[src/rtl/csm_pkg.sv]
package csm_pkg;

  // Result of one single-bit addition cell.
  typedef struct packed {
    logic carry;
    logic sum;
  } csm_bit_sum_t;

  // Number of merge-adder positions for a given multiplicand width.
  function automatic int csm_merge_len(input int m);
    return m - 1;
  endfunction

endpackage

[src/rtl/csm_half_adder.sv]
module csm_half_adder (
  input  logic a,
  input  logic b,
  output logic s,
  output logic co
);
  import csm_pkg::*;

  csm_bit_sum_t res;

  always_comb begin
    res.sum   = a ^ b;
    res.carry = a & b;
  end

  assign s  = res.sum;
  assign co = res.carry;
endmodule

[src/rtl/csm_full_adder.sv]
module csm_full_adder (
  input  logic a,
  input  logic b,
  input  logic ci,
  output logic s,
  output logic co
);
  import csm_pkg::*;

  csm_bit_sum_t res;
  logic         half;

  always_comb begin
    half      = a ^ b;
    res.sum   = half ^ ci;
    res.carry = (a & b) | (half & ci);
  end

  assign s  = res.sum;
  assign co = res.carry;
endmodule

[src/rtl/csm_pp_gen.sv]
module csm_pp_gen #(
  parameter int M = 4,
  parameter int N = 4
) (
  input  logic [M-1:0]        op_x,
  input  logic [N-1:0]        op_y,
  output logic [N-1:0][M-1:0] pp
);
  // Operand bits are broadcast to every row. Row j gates the multiplicand
  // with multiplier bit j, at weight 2^(i+j).
  for (genvar j = 0; j < N; j++) begin : g_pp_row
    for (genvar i = 0; i < M; i++) begin : g_pp_col
      assign pp[j][i] = op_x[i] & op_y[j];
    end
  end
endmodule

[src/rtl/csm_array.sv]
module csm_array #(
  parameter int M = 4,
  parameter int N = 4
) (
  input  logic [N-1:0][M-1:0] pp,
  output logic [N-1:0]        low_bits,
  output logic [M-1:0]        last_sum,
  output logic [M-1:0]        last_carry
);
  // Row j: sum bit i has weight i+j, and carry bit i has weight i+j+1.
  // Carries move to the next row. Nothing ripples within a row.
  for (genvar j = 0; j < N; j++) begin : g_row
    logic [M-1:0] s;
    logic [M-1:0] c;

    if (j == 0) begin : g_top
      assign s = pp[0];
      assign c = '0;
    end else if (j == 1) begin : g_ha_row
      for (genvar i = 0; i < M; i++) begin : g_cell
        if (i < M - 1) begin : g_ha
          csm_half_adder u_ha (
            .a (pp[j][i]),
            .b (g_row[j-1].s[i+1]),
            .s (s[i]),
            .co(c[i])
          );
        end else begin : g_pass
          assign s[i] = pp[j][i];
          assign c[i] = 1'b0;
        end
      end
    end else begin : g_fa_row
      for (genvar i = 0; i < M; i++) begin : g_cell
        if (i < M - 1) begin : g_fa
          csm_full_adder u_fa (
            .a (pp[j][i]),
            .b (g_row[j-1].s[i+1]),
            .ci(g_row[j-1].c[i]),
            .s (s[i]),
            .co(c[i])
          );
        end else begin : g_edge
          csm_half_adder u_ha (
            .a (pp[j][i]),
            .b (g_row[j-1].c[i]),
            .s (s[i]),
            .co(c[i])
          );
        end
      end
    end

    assign low_bits[j] = s[0];
  end

  assign last_sum   = g_row[N-1].s;
  assign last_carry = g_row[N-1].c;
endmodule

[src/rtl/csm_merge_adder.sv]
module csm_merge_adder #(
  parameter int M = 4
) (
  input  logic [M-1:0] last_sum,
  input  logic [M-1:0] last_carry,
  output logic [M-1:0] high_bits
);
  import csm_pkg::*;

  localparam int L = csm_merge_len(M);

  logic [L-1:0] rip;

  // Position k has weight N+k. Its inputs are sum bit k+1 and carry bit k of the last row.
  for (genvar k = 0; k < L; k++) begin : g_merge
    if (k == 0) begin : g_first
      csm_half_adder u_ha (
        .a (last_sum[k+1]),
        .b (last_carry[k]),
        .s (high_bits[k]),
        .co(rip[k])
      );
    end else begin : g_rest
      csm_full_adder u_fa (
        .a (last_sum[k+1]),
        .b (last_carry[k]),
        .ci(rip[k-1]),
        .s (high_bits[k]),
        .co(rip[k])
      );
    end
  end

  // Both terms carry weight M+N-1. The product fits in M+N bits, so at most one of them is set.
  assign high_bits[M-1] = rip[L-1] ^ last_carry[M-1];

  logic unused_lsb;
  assign unused_lsb = last_sum[0];
endmodule

[src/rtl/csm_multiplier.sv]
module csm_multiplier #(
  parameter int M = 4,
  parameter int N = 4
) (
  input  logic [M-1:0]   op_x,
  input  logic [N-1:0]   op_y,
  output logic [M+N-1:0] product
);
  localparam int PW = M + N;

  logic [N-1:0][M-1:0] pp;
  logic [N-1:0]        low_bits;
  logic [M-1:0]        last_sum;
  logic [M-1:0]        last_carry;
  logic [M-1:0]        high_bits;

  csm_pp_gen #(.M(M), .N(N)) u_pp (
    .op_x(op_x),
    .op_y(op_y),
    .pp  (pp)
  );

  csm_array #(.M(M), .N(N)) u_arr (
    .pp        (pp),
    .low_bits  (low_bits),
    .last_sum  (last_sum),
    .last_carry(last_carry)
  );

  csm_merge_adder #(.M(M)) u_merge (
    .last_sum  (last_sum),
    .last_carry(last_carry),
    .high_bits (high_bits)
  );

  assign product[N-1:0]  = low_bits;
  assign product[PW-1:N] = high_bits;
endmodule

[config.mk]
export PLATFORM = sky130hd
export DESIGN_NAME = csm_multiplier
export DESIGN_NICKNAME = d
export VERILOG_FILES = /design/src/rtl/csm_pkg.sv /design/src/rtl/csm_half_adder.sv /design/src/rtl/csm_full_adder.sv /design/src/rtl/csm_pp_gen.sv /design/src/rtl/csm_array.sv /design/src/rtl/csm_merge_adder.sv /design/src/rtl/csm_multiplier.sv
export SDC_FILE = /design/constraint.sdc
export NUM_CORES = 1
export LEC_CHECK = 0
export BUFFER_PORTS_ARGS = -buffer_cell sky130_fd_sc_hd__buf_2
export CORE_AREA = 2 2 39 41
export DETAILED_ROUTE_END_ITERATION = 16
export DIE_AREA = 0 0 41 43
export GPL_TIMING_DRIVEN = 0
export MAX_ROUTING_LAYER = met4
export SLEW_MARGIN = 20
export SYNTH_ARGS = -nofsm -noshare
export SYNTH_HDL_FRONTEND = slang
export SYNTH_HIERARCHICAL = 1
export SYNTH_SLANG_ARGS = --single-unit
[constraint.sdc]
create_clock -name vclk -period 7.7
set_input_delay 0.77 -clock vclk [all_inputs]
set_output_delay 0.77 -clock vclk [all_outputs]
set_load 0.005 [all_outputs]
==> run summary <==
Status -> finished, final reports clean
Total congestion overflow -> 0
Final wirelength -> 582 um
Die width -> 41 um
CTS hold repair buffers -> 0
Top achievable clock speed -> 236 MHz
Worst Hold Endpoint -> product[0]
Syn_nets -> 58
Share of post-route cells with drive strength above 1 -> 38.5%
# Post-CTS Setup Buffers -> 0
Initial Utilization -> 27.3%
Period Utilization, post-route -> 55.0%
Mapped Avg Cell Area -> 10.5 um2
RSZ-0062 raised after global routing -> no
Clock share of power -> 0%
Clkbuf count -> 0
Global Route Usage Sum -> 8.51%
Final Slew Violations -> 0
DRT Pass-1 Iters -> 2
Max-cap violation count -> 0
Hold Crit Class -> in2out
Arr. time, crit path -> 3.46 ns
Initial antenna violation count -> 0
Logic gate share of total power -> 100.0%
Fin nets -> 76
RePlAce Congestion -> 0.705
Most frequent cells in the layout -> 16 x buf_2, 16 x and2_1, 8 x fa_1
Shortest period the worst path allows -> 4.23 ns
Final Power -> 0.0000354 W
Peak supply drop -> 0.0000227 V
Sw Ratio -> 42.8%
Synth Cell Area -> 378 um2
Final core occ -> 34.5%
# rows -> 14
CORE AREA -> 1380 um2
Antenna Cells -> 0
Largest net degree at the start of global routing -> 5
Ratio of routed vias to standard cells -> 4.12
WP data required -> 6.93 ns
CTS resizes -> 0
Placed instance count -> 68
I/O pin count -> 16
Internal power -> 0.0000202 W
Chip height -> 43 um
Critical path launch point type -> input pin
Sequential Power Share -> 0%
Setup tns final -> 0 ns
Final ANT Viol Nets -> 0
Hold Crit Depth -> 4
Synthesized instance count -> 36
Fin. Hold Viols -> 0
Global-route wire length before repair -> 1100 um
P_leak -> 0.272 nW
DRC -> 0
Net Switching -> 0.0000151 W
Crit path capture type -> output port
Die area -> 1760 um2
Critical Path Fanout Max -> 4
Non-Filler Instances -> 68
Syn. warnings -> 6
Post-synthesis sequential area ratio -> 0%
Min-delay src -> op_y[0]
Initial DRC count -> 2
# port buffers -> 16
Pwr dens -> 74.0 nW/um2
Wirelength per Cell -> 8.56 um
Synth cell types -> 6
Endpoints failing setup -> 0
Area delta synth->final -> 26.5%
Flip-flop and latch count -> 0
WS Path Type -> in2out
Vias in the first global route -> 267
Storage cell area -> 0 um2
DR vias -> 280
[metrics by stage]
stage	instance area [um2]	hold slack [ns]	worst slack (ns)
6_report	478	1.94	3.47
5_1_grt	478	1.98	3.34
4_1_cts	478	1.95	3.44
3_5_place_dp	478	1.95	3.44
3_3_place_gp	478	1.93	3.46
2_1_floorplan	378	1.73	3.76
[cell type report]
cell class / count / area [um2]
Buffer: 4 / 30.0
Tap cell: 16 / 20.0
Multi-Input combinational cell: 32 / 348
Timing Repair Buffer: 16 / 80.1
Fill cell: 151 / 906
[per-layer routing]
metal  global-route usage [%]  up-vias  share of wire [%]
met5                        -        -                  0
met4                        0        0                  0
met3                        0        0                3.3
met2                     13.1        6                 56
met1                     13.2      134                 41
li1                         -      140                  -
[power by group through the flow]
stage	combinational [W]	sequential (W)	clock (W)
2_1_floorplan	0.0000233	0	0
3_3_place_gp	0.0000362	0	0
3_5_place_dp	0.0000368	0	0
4_1_cts	0.0000370	0	0
5_1_grt	0.0000417	0	0
6_report	0.0000354	0	0
[worst max path at each step]
stage                 end  slack (ns)  cells past startpoint    start
2_1_floorplan  product[7]        3.76                      8  op_y[1]
3_3_place_gp   product[7]        3.46                     10  op_y[1]
3_5_place_dp   product[7]        3.44                     10  op_y[1]
4_1_cts        product[7]        3.44                     10  op_y[1]
5_1_grt        product[7]        3.34                     10  op_y[1]
6_report       product[7]        3.47                     10  op_y[1]
[synth_stat cells]
cell,instances,area [um2]
and2_1,16,100
buf_4,4,30.0
conb_1,1,3.75
fa_1,8,160
ha_1,6,75.1
xor2_1,1,8.76
[worst max-delay path: stages]
cell	delay, ns
buf_2	0.11
and2_1	0.15
ha_1	0.31
fa_1	0.48
fa_1	0.41
ha_1	0.20
fa_1	0.37
fa_1	0.38
xor2_1	0.15
buf_2	0.12
[cells by family after synthesis]
logic type,count (synthesis),synth area share (%)
AND/OR/NAND/NOR,16,26.5
XOR/XNOR,1,2.32
other,1,0.992
buffers and inverters,4,7.95
adder cells (fa/ha/maj),14,62.3
(Power assumes the default switching activity.)
